`src/rtl/pic_pkg.sv`:
```
package pic_pkg;
  localparam int unsigned DATA_W = 8;
  localparam logic [1:0] CW3_TAG = 2'b01;

  typedef enum logic {
    SEL_REQ = 1'b0,
    SEL_SVC = 1'b1
  } rd_sel_e;

  // control word bit positions (decoded by software-visible behaviour)
  localparam int unsigned B_SELSRC  = 0;
  localparam int unsigned B_SELEN   = 1;
  localparam int unsigned B_POLL    = 2;
  localparam int unsigned B_SMM_EN  = 5;
  localparam int unsigned B_SMM_VAL = 6;
endpackage

```
`src/rtl/pic_cw3_ctrl.sv`:
```
module pic_cw3_ctrl
  import pic_pkg::*;
(
  input  logic       clk,
  input  logic       rst,
  input  logic       init,
  input  logic       cmd_wr,
  input  logic       cmd_rd,
  input  logic [6:0] cw,
  output rd_sel_e    sel_q,
  output logic       poll_q,
  output logic       smm_q
);
  logic is_cw3;
  assign is_cw3 = cmd_wr && (cw[4:3] == CW3_TAG);

  always_ff @(posedge clk) begin
    if (rst || init) begin
      sel_q  <= SEL_REQ;
      poll_q <= 1'b0;
      smm_q  <= 1'b0;
    end else begin
      if (cmd_rd && poll_q) poll_q <= 1'b0;
      if (is_cw3) begin
        if (cw[B_SELEN])  sel_q  <= rd_sel_e'(cw[B_SELSRC]);
        if (cw[B_POLL])   poll_q <= 1'b1;
        if (cw[B_SMM_EN]) smm_q  <= cw[B_SMM_VAL];
      end
    end
  end

  // one read consumes the poll
  assert_poll_oneshot_R6: assert property (@(posedge clk) disable iff (rst)
    (cmd_rd && poll_q && !cmd_wr && !init) |=> !poll_q);
  // selection sticky unless enable bit written
  assert_sel_sticky_R3: assert property (@(posedge clk) disable iff (rst)
    (!init && !(cmd_wr && cw[4:3] == CW3_TAG && cw[B_SELEN])) |=> $stable(sel_q));
  // mode bit needs its enable
  assert_smm_needs_en_R9: assert property (@(posedge clk) disable iff (rst)
    (!init && !(cmd_wr && cw[4:3] == CW3_TAG && cw[B_SMM_EN])) |=> $stable(smm_q));
  // foreign command words do not arm poll
  assert_foreign_word_R2: assert property (@(posedge clk) disable iff (rst)
    (cmd_wr && cw[4:3] != CW3_TAG && !cmd_rd && !init) |=> $stable(poll_q));
endmodule

```
`src/rtl/pic_prio_resolve.sv`:
```
module pic_prio_resolve #(
  parameter int unsigned NUM_IRQ = 8,
  localparam int unsigned LVL_W = (NUM_IRQ > 1) ? $clog2(NUM_IRQ) : 1
) (
  input  logic               clk,
  input  logic               rst,
  input  logic [NUM_IRQ-1:0] irr,
  input  logic [NUM_IRQ-1:0] isr,
  input  logic [NUM_IRQ-1:0] imr,
  input  logic               smm,
  output logic               win_valid,
  output logic [LVL_W-1:0]   win_lvl,
  output logic [NUM_IRQ-1:0] win_oh
);
  logic [NUM_IRQ-1:0] cand, block, blk_chain, elig, seen, le_mask;

  assign cand  = irr & ~imr;
  assign block = smm ? (isr & ~imr) : isr;

  assign blk_chain[0] = block[0];
  assign seen[0]      = elig[0];
  assign win_oh[0]    = elig[0];
  assign elig         = cand & ~blk_chain;

  for (genvar g = 1; g < NUM_IRQ; g++) begin : g_chain
    assign blk_chain[g] = blk_chain[g-1] | block[g];
    assign seen[g]      = seen[g-1] | elig[g];
    assign win_oh[g]    = elig[g] & ~seen[g-1];
  end

  assign win_valid = seen[NUM_IRQ-1];

  always_comb begin
    win_lvl = '0;
    for (int i = 0; i < NUM_IRQ; i++)
      if (win_oh[i]) win_lvl = LVL_W'(i);
  end

  for (genvar g = 0; g < NUM_IRQ; g++) begin : g_le
    assign le_mask[g] = (win_lvl >= LVL_W'(g));
  end

  // a masked request never wins
  assert_masked_never_wins_R8: assert property (@(posedge clk) disable iff (rst)
    win_valid |-> (imr[win_lvl] == 1'b0 && irr[win_lvl] == 1'b1));
  // strict mode, no in-service level at or above winner's priority
  assert_strict_block_R8: assert property (@(posedge clk) disable iff (rst)
    (win_valid && !smm) |-> ((isr & le_mask) == '0));
  // special mode, only unmasked service levels block
  assert_smm_block_R9: assert property (@(posedge clk) disable iff (rst)
    (win_valid && smm) |-> ((isr & ~imr & le_mask) == '0));
endmodule

```
`src/rtl/pic_status_regs.sv`:
```
module pic_status_regs #(
  parameter int unsigned NUM_IRQ = 8
) (
  input  logic               clk,
  input  logic               rst,
  input  logic               init,
  input  logic [NUM_IRQ-1:0] irq_in,
  input  logic               mask_wr,
  input  logic [NUM_IRQ-1:0] mask_wdata,
  input  logic               ack,
  input  logic [NUM_IRQ-1:0] ack_oh,
  output logic [NUM_IRQ-1:0] irr_q,
  output logic [NUM_IRQ-1:0] isr_q,
  output logic [NUM_IRQ-1:0] imr_q
);
  logic [NUM_IRQ-1:0] take;
  assign take = ack ? ack_oh : '0;

  always_ff @(posedge clk) begin
    if (rst) irr_q <= '0;
    else     irr_q <= (irr_q | irq_in) & ~take;
  end

  always_ff @(posedge clk) begin
    if (rst || init) begin
      isr_q <= '0;
      imr_q <= '0;
    end else begin
      isr_q <= isr_q | take;
      if (mask_wr) imr_q <= mask_wdata;
    end
  end

  // acknowledged level enters service
  assert_ack_sets_isr_R7: assert property (@(posedge clk) disable iff (rst)
    (ack && !init) |=> ((isr_q & $past(ack_oh)) == $past(ack_oh)));
  // init clears service and mask state
  assert_init_clears_R1: assert property (@(posedge clk) disable iff (rst)
    init |=> (isr_q == '0 && imr_q == '0));
  // a high input is captured unless acknowledged in that cycle
  assert_irq_latched_R12: assert property (@(posedge clk) disable iff (rst)
    1'b1 |=> (($past(irq_in & ~take) & ~irr_q) == '0));
endmodule

```
`src/rtl/pic_status_poll.sv`:
```
module pic_status_poll
  import pic_pkg::*;
#(
  parameter int unsigned NUM_IRQ = 8,
  localparam int unsigned LVL_W = (NUM_IRQ > 1) ? $clog2(NUM_IRQ) : 1
) (
  input  logic               clk,
  input  logic               rst,
  input  logic               init,
  input  logic               addr,
  input  logic               wr,
  input  logic               rd,
  input  logic [DATA_W-1:0]  wdata,
  input  logic [NUM_IRQ-1:0] irq_in,
  output logic [DATA_W-1:0]  rdata
);
  logic               cmd_wr, cmd_rd, mask_wr, ack;
  rd_sel_e            sel_q;
  logic               poll_q, smm_q, win_valid;
  logic [LVL_W-1:0]   win_lvl;
  logic [NUM_IRQ-1:0] win_oh, irr_q, isr_q, imr_q;
  logic [DATA_W-1:0]  poll_byte, stat_byte, rdata_d;

  assign cmd_wr  = wr && !addr;
  assign cmd_rd  = rd && !addr;
  assign mask_wr = wr && addr;
  assign ack     = cmd_rd && poll_q && win_valid;

  pic_cw3_ctrl u_ctrl (
    .clk(clk), .rst(rst), .init(init), .cmd_wr(cmd_wr), .cmd_rd(cmd_rd),
    .cw(wdata[6:0]), .sel_q(sel_q), .poll_q(poll_q), .smm_q(smm_q)
  );

  pic_prio_resolve #(.NUM_IRQ(NUM_IRQ)) u_prio (
    .clk(clk), .rst(rst), .irr(irr_q), .isr(isr_q), .imr(imr_q), .smm(smm_q),
    .win_valid(win_valid), .win_lvl(win_lvl), .win_oh(win_oh)
  );

  pic_status_regs #(.NUM_IRQ(NUM_IRQ)) u_regs (
    .clk(clk), .rst(rst), .init(init), .irq_in(irq_in),
    .mask_wr(mask_wr), .mask_wdata(wdata[NUM_IRQ-1:0]),
    .ack(ack), .ack_oh(win_oh),
    .irr_q(irr_q), .isr_q(isr_q), .imr_q(imr_q)
  );

  assign poll_byte = win_valid ? {1'b1, {(DATA_W-1-LVL_W){1'b0}}, win_lvl} : '0;
  assign stat_byte = (sel_q == SEL_SVC) ? DATA_W'(isr_q) : DATA_W'(irr_q);

  always_comb begin
    if (addr)        rdata_d = DATA_W'(imr_q);
    else if (poll_q) rdata_d = poll_byte;
    else             rdata_d = stat_byte;
  end

  always_ff @(posedge clk) begin
    if (rst)     rdata <= '0;
    else if (rd) rdata <= rdata_d;
  end

  // output holds without a read
  assert_rdata_hold_R11: assert property (@(posedge clk) disable iff (rst)
    !rd |=> $stable(rdata));
  // poll response leaves unused bits zero
  assert_poll_format_R5: assert property (@(posedge clk) disable iff (rst)
    (cmd_rd && poll_q) |=> (rdata[DATA_W-2:LVL_W] == '0));
  // data-port read returns the mask
  assert_mask_read_R10: assert property (@(posedge clk) disable iff (rst)
    (rd && addr && !init && !wr) |=> (rdata == DATA_W'($past(imr_q))));
endmodule

```
`config.mk`:
```
export PLATFORM = sky130hd
export DESIGN_NAME = pic_status_poll
export DESIGN_NICKNAME = d
export VERILOG_FILES = /design/src/rtl/pic_pkg.sv /design/src/rtl/pic_cw3_ctrl.sv /design/src/rtl/pic_prio_resolve.sv /design/src/rtl/pic_status_regs.sv /design/src/rtl/pic_status_poll.sv
export SDC_FILE = /design/constraint.sdc
export NUM_CORES = 1
export LEC_CHECK = 0
export ABC_AREA = 1
export BUFFER_PORTS_ARGS = -buffer_cell sky130_fd_sc_hd__buf_2
export CAP_MARGIN = 0
export CORE_MARGIN = 1
export CORE_UTILIZATION = 30
export CTS_BUF_LIST = sky130_fd_sc_hd__clkbuf_8
export CTS_CLUSTER_DIAMETER = 80
export CTS_CLUSTER_SIZE = 8
export DETAILED_ROUTE_END_ITERATION = 6
export PLACE_DENSITY = 0.57
export SLEW_MARGIN = 20
export SYNTH_ARGS = -nofsm -noshare
export SYNTH_HDL_FRONTEND = slang
export SYNTH_SLANG_ARGS = --single-unit
```
`constraint.sdc`:
```
create_clock -name clk -period 2.35 [get_ports clk]
set_input_delay 0.3525 -clock clk [delete_from_list [all_inputs] [get_ports clk]]
set_output_delay 0.3525 -clock clk [all_outputs]
set_load 0.1 [all_outputs]
```
==> impl_metrics.tcl <==
set metrics [dict create \
    status "finished clean" \
    avgSynthCellArea_um2 7.097 \
    clkTransAtPathRegs_ps 70 \
    grt_pass1_vias 1583 \
    via_per_inst 4.760 \
    tightest_slew_ps 529.2 \
    diodes 0 \
    dr.pass1.iters 4 \
    min_period_ps 1752 \
    grt_pass1_wl_um 7590 \
    crit_path_start_kind "flop" \
    leakage_uw 0.0009265 \
    max_slew_margin_pct 64.67 \
    synth.ff_latch_count 35 \
    wire_per_inst_um 13.25 \
    syn_area_um2 1817 \
    cts.root.buffer_cell "clkbuf_8" \
    crit_path_end_kind "flop" \
    post-cts-setup-buffers 0 \
    finClkSkew_ps 8.082 \
    maxCapViolCount 0 \
    cp_data_required_time_ps 2530 \
    cts_resized 0 \
    cts_sinks 35 \
    ys_types 29 \
    wl_um 4757 \
    arrival_ps 1930 \
    syn_inst 256 \
    critPathMaxFanout 9 \
    die_height_um 79.82 \
    dieArea_um2 6371 \
    grt_overflow 0 \
    ant_nets 0 \
    vdd_drop_max_mv 0.2144 \
    grt_usage_pct 15.99 \
    reg2reg_slack_ps 600 \
    critical_path_class "flop to flop" \
    rows 27 \
    drt-initial-drc-count 80 \
    yosysSeqAreaShare_pct 38.57 \
    period_share_pct 74.54 \
    finalHoldViolCount 0 \
    nets 308 \
    grt_setup_unrepaired "false" \
    numCtsBuffers 5 \
    initial_core_util_pct 32.01 \
    antenna_found_initial 0 \
    max_freq_ghz 0.5709 \
    final_cell_mix "45 x nand2_1, 41 x inv_1, 35 x dfxtp_1" \
    postCtsHoldBufs 0 \
    cts_tree "done" \
    cts_buffer_depth 2 \
    portBuffers 29 \
    core_um2 5675 \
    die-width_um 79.82 \
    whs_ps 284.0 \
    syn_to_final_growth_pct 16.32 \
    hold_class "input pin to flop" \
    drc 0 \
    dp_hpwl_um 3617 \
    fillers 642 \
    drive_gt1_share_pct 22.65 \
    ys_warn_count 0 \
    place_congestion 0.9254 \
    layout_commonest_cell "nand2_1" \
    cts_max_level 2 \
    vias 1709 \
    p_per_area_nw_per_um2 595.9 \
    io_pins 30 \
    finalMaxSlewViolations 0 \
    grt_max_degree 20 \
    synthesis.nets 278 \
    clk-insertion-delay-late_ps 290 \
    setup_tns_ps 0 \
    setup_violations 0 \
]
-- Yosys cell counts (all sizes together) --
master  number  area, µm²
buf          2      8.750
a21oi       33      187.7
nand2       49      193.9
a211oi       5      37.54
o22ai        2      12.51
or2          2      12.51
o21ai       15      75.07
o211a        1      10.01
inv         39      146.4
nand3b       2      27.53
nor2        38      165.2
nor3         3      15.01
clkbuf       5      18.77
clkinv       1      3.750
mux2i        2      20.02
nand4        4      31.28
nand3       17      142.6
o211ai       1      7.510
dfxtp       35      700.7
-- final timing paths --
kind / from / endpoint / cells past startpoint
hold / removal: irq_in[6] / u_regs.irr_q[6]$_SDFF_PP0_ / 2
setup / recovery: u_ctrl.smm_q$_SDFFE_PP0P_ / u_regs.irr_q[4]$_SDFF_PP0_ / 9
hold reg to reg: u_regs.isr_q[7]$_SDFF_PP0_ / u_regs.isr_q[7]$_SDFF_PP0_ / 2
setup reg to reg: u_ctrl.smm_q$_SDFFE_PP0P_ / u_regs.irr_q[4]$_SDFF_PP0_ / 9
-- stage by stage --
step	instances	util, %	area, µm²	total power (µW)	setup WS, ps
2_1_floorplan	256	-	1817	796.4	824.4
3_3_place_gp	351	35.80	2032	852.1	664.9
3_5_place_dp	351	35.80	2032	853.3	607.0
4_1_cts	359	37.24	2113	1271	607.4
5_1_grt	359	37.24	2113	1316	381.7
6_report	359	37.24	2113	1259	598.4
-- critical path, cell delays in order (launching register included) --
cell and delay (ps):
dfxtp_1 430, nand2_1 90, nand2_2 100, nand3_4 90, nor3_1 280, nand4_2 220, nand3b_4 220, nand3_2 110
nand2_1 70, nor2_1 30
-- final cells by class --
type	count	area (µm²)	share of cell area, %
inverters	40	150.1	7.105
well taps	72	90.09	4.263
clock inverters	3	12.51	0.5921
multi-input cells	174	938.4	44.40
flip-flops and latches	35	700.7	33.16
repair buffers	30	152.6	7.223
clock buffers	5	68.82	3.256
-- registers in the layout, summed over array words and instances, names as in the netlist --
signal / flops
u_regs.irr_q: 8
u_ctrl.smm_q: 1
u_regs.isr_q: 8
u_regs.imr_q: 8
u_ctrl.sel_q: 1
u_ctrl.poll_q: 1
rdata: 8
-- logic make-up after synthesis --
group | Yosys count | share of synthesized area [%]
buf+inv | 47 | 9.779
simple gates | 115 | 32.37
mux | 2 | 1.102
flops | 35 | 38.57
compound gates | 57 | 18.18
-- where the power goes --
group / switching, µW / internal, µW / total, µW / leakage (µW)
logic: 150 / 59.1 / 209 / 0.000590
registers: 14.3 / 615 / 629 / 0.000286
clock network: 222 / 199 / 421 / 0.0000505
-- routing by layer --
| layer | up-vias | global-route usage (%) | wire length [µm] |
|---|---|---|---|
| li1 | 884 | - | - |
| met3 | 6 | 3.200 | 220 |
| met2 | 41 | 23.08 | 1988 |
| met5 | - | 0 | 0 |
| met4 | 0 | 6.964 | 71 |
| met1 | 778 | 22.71 | 2477 |
Power figures use the tool's default switching activity.
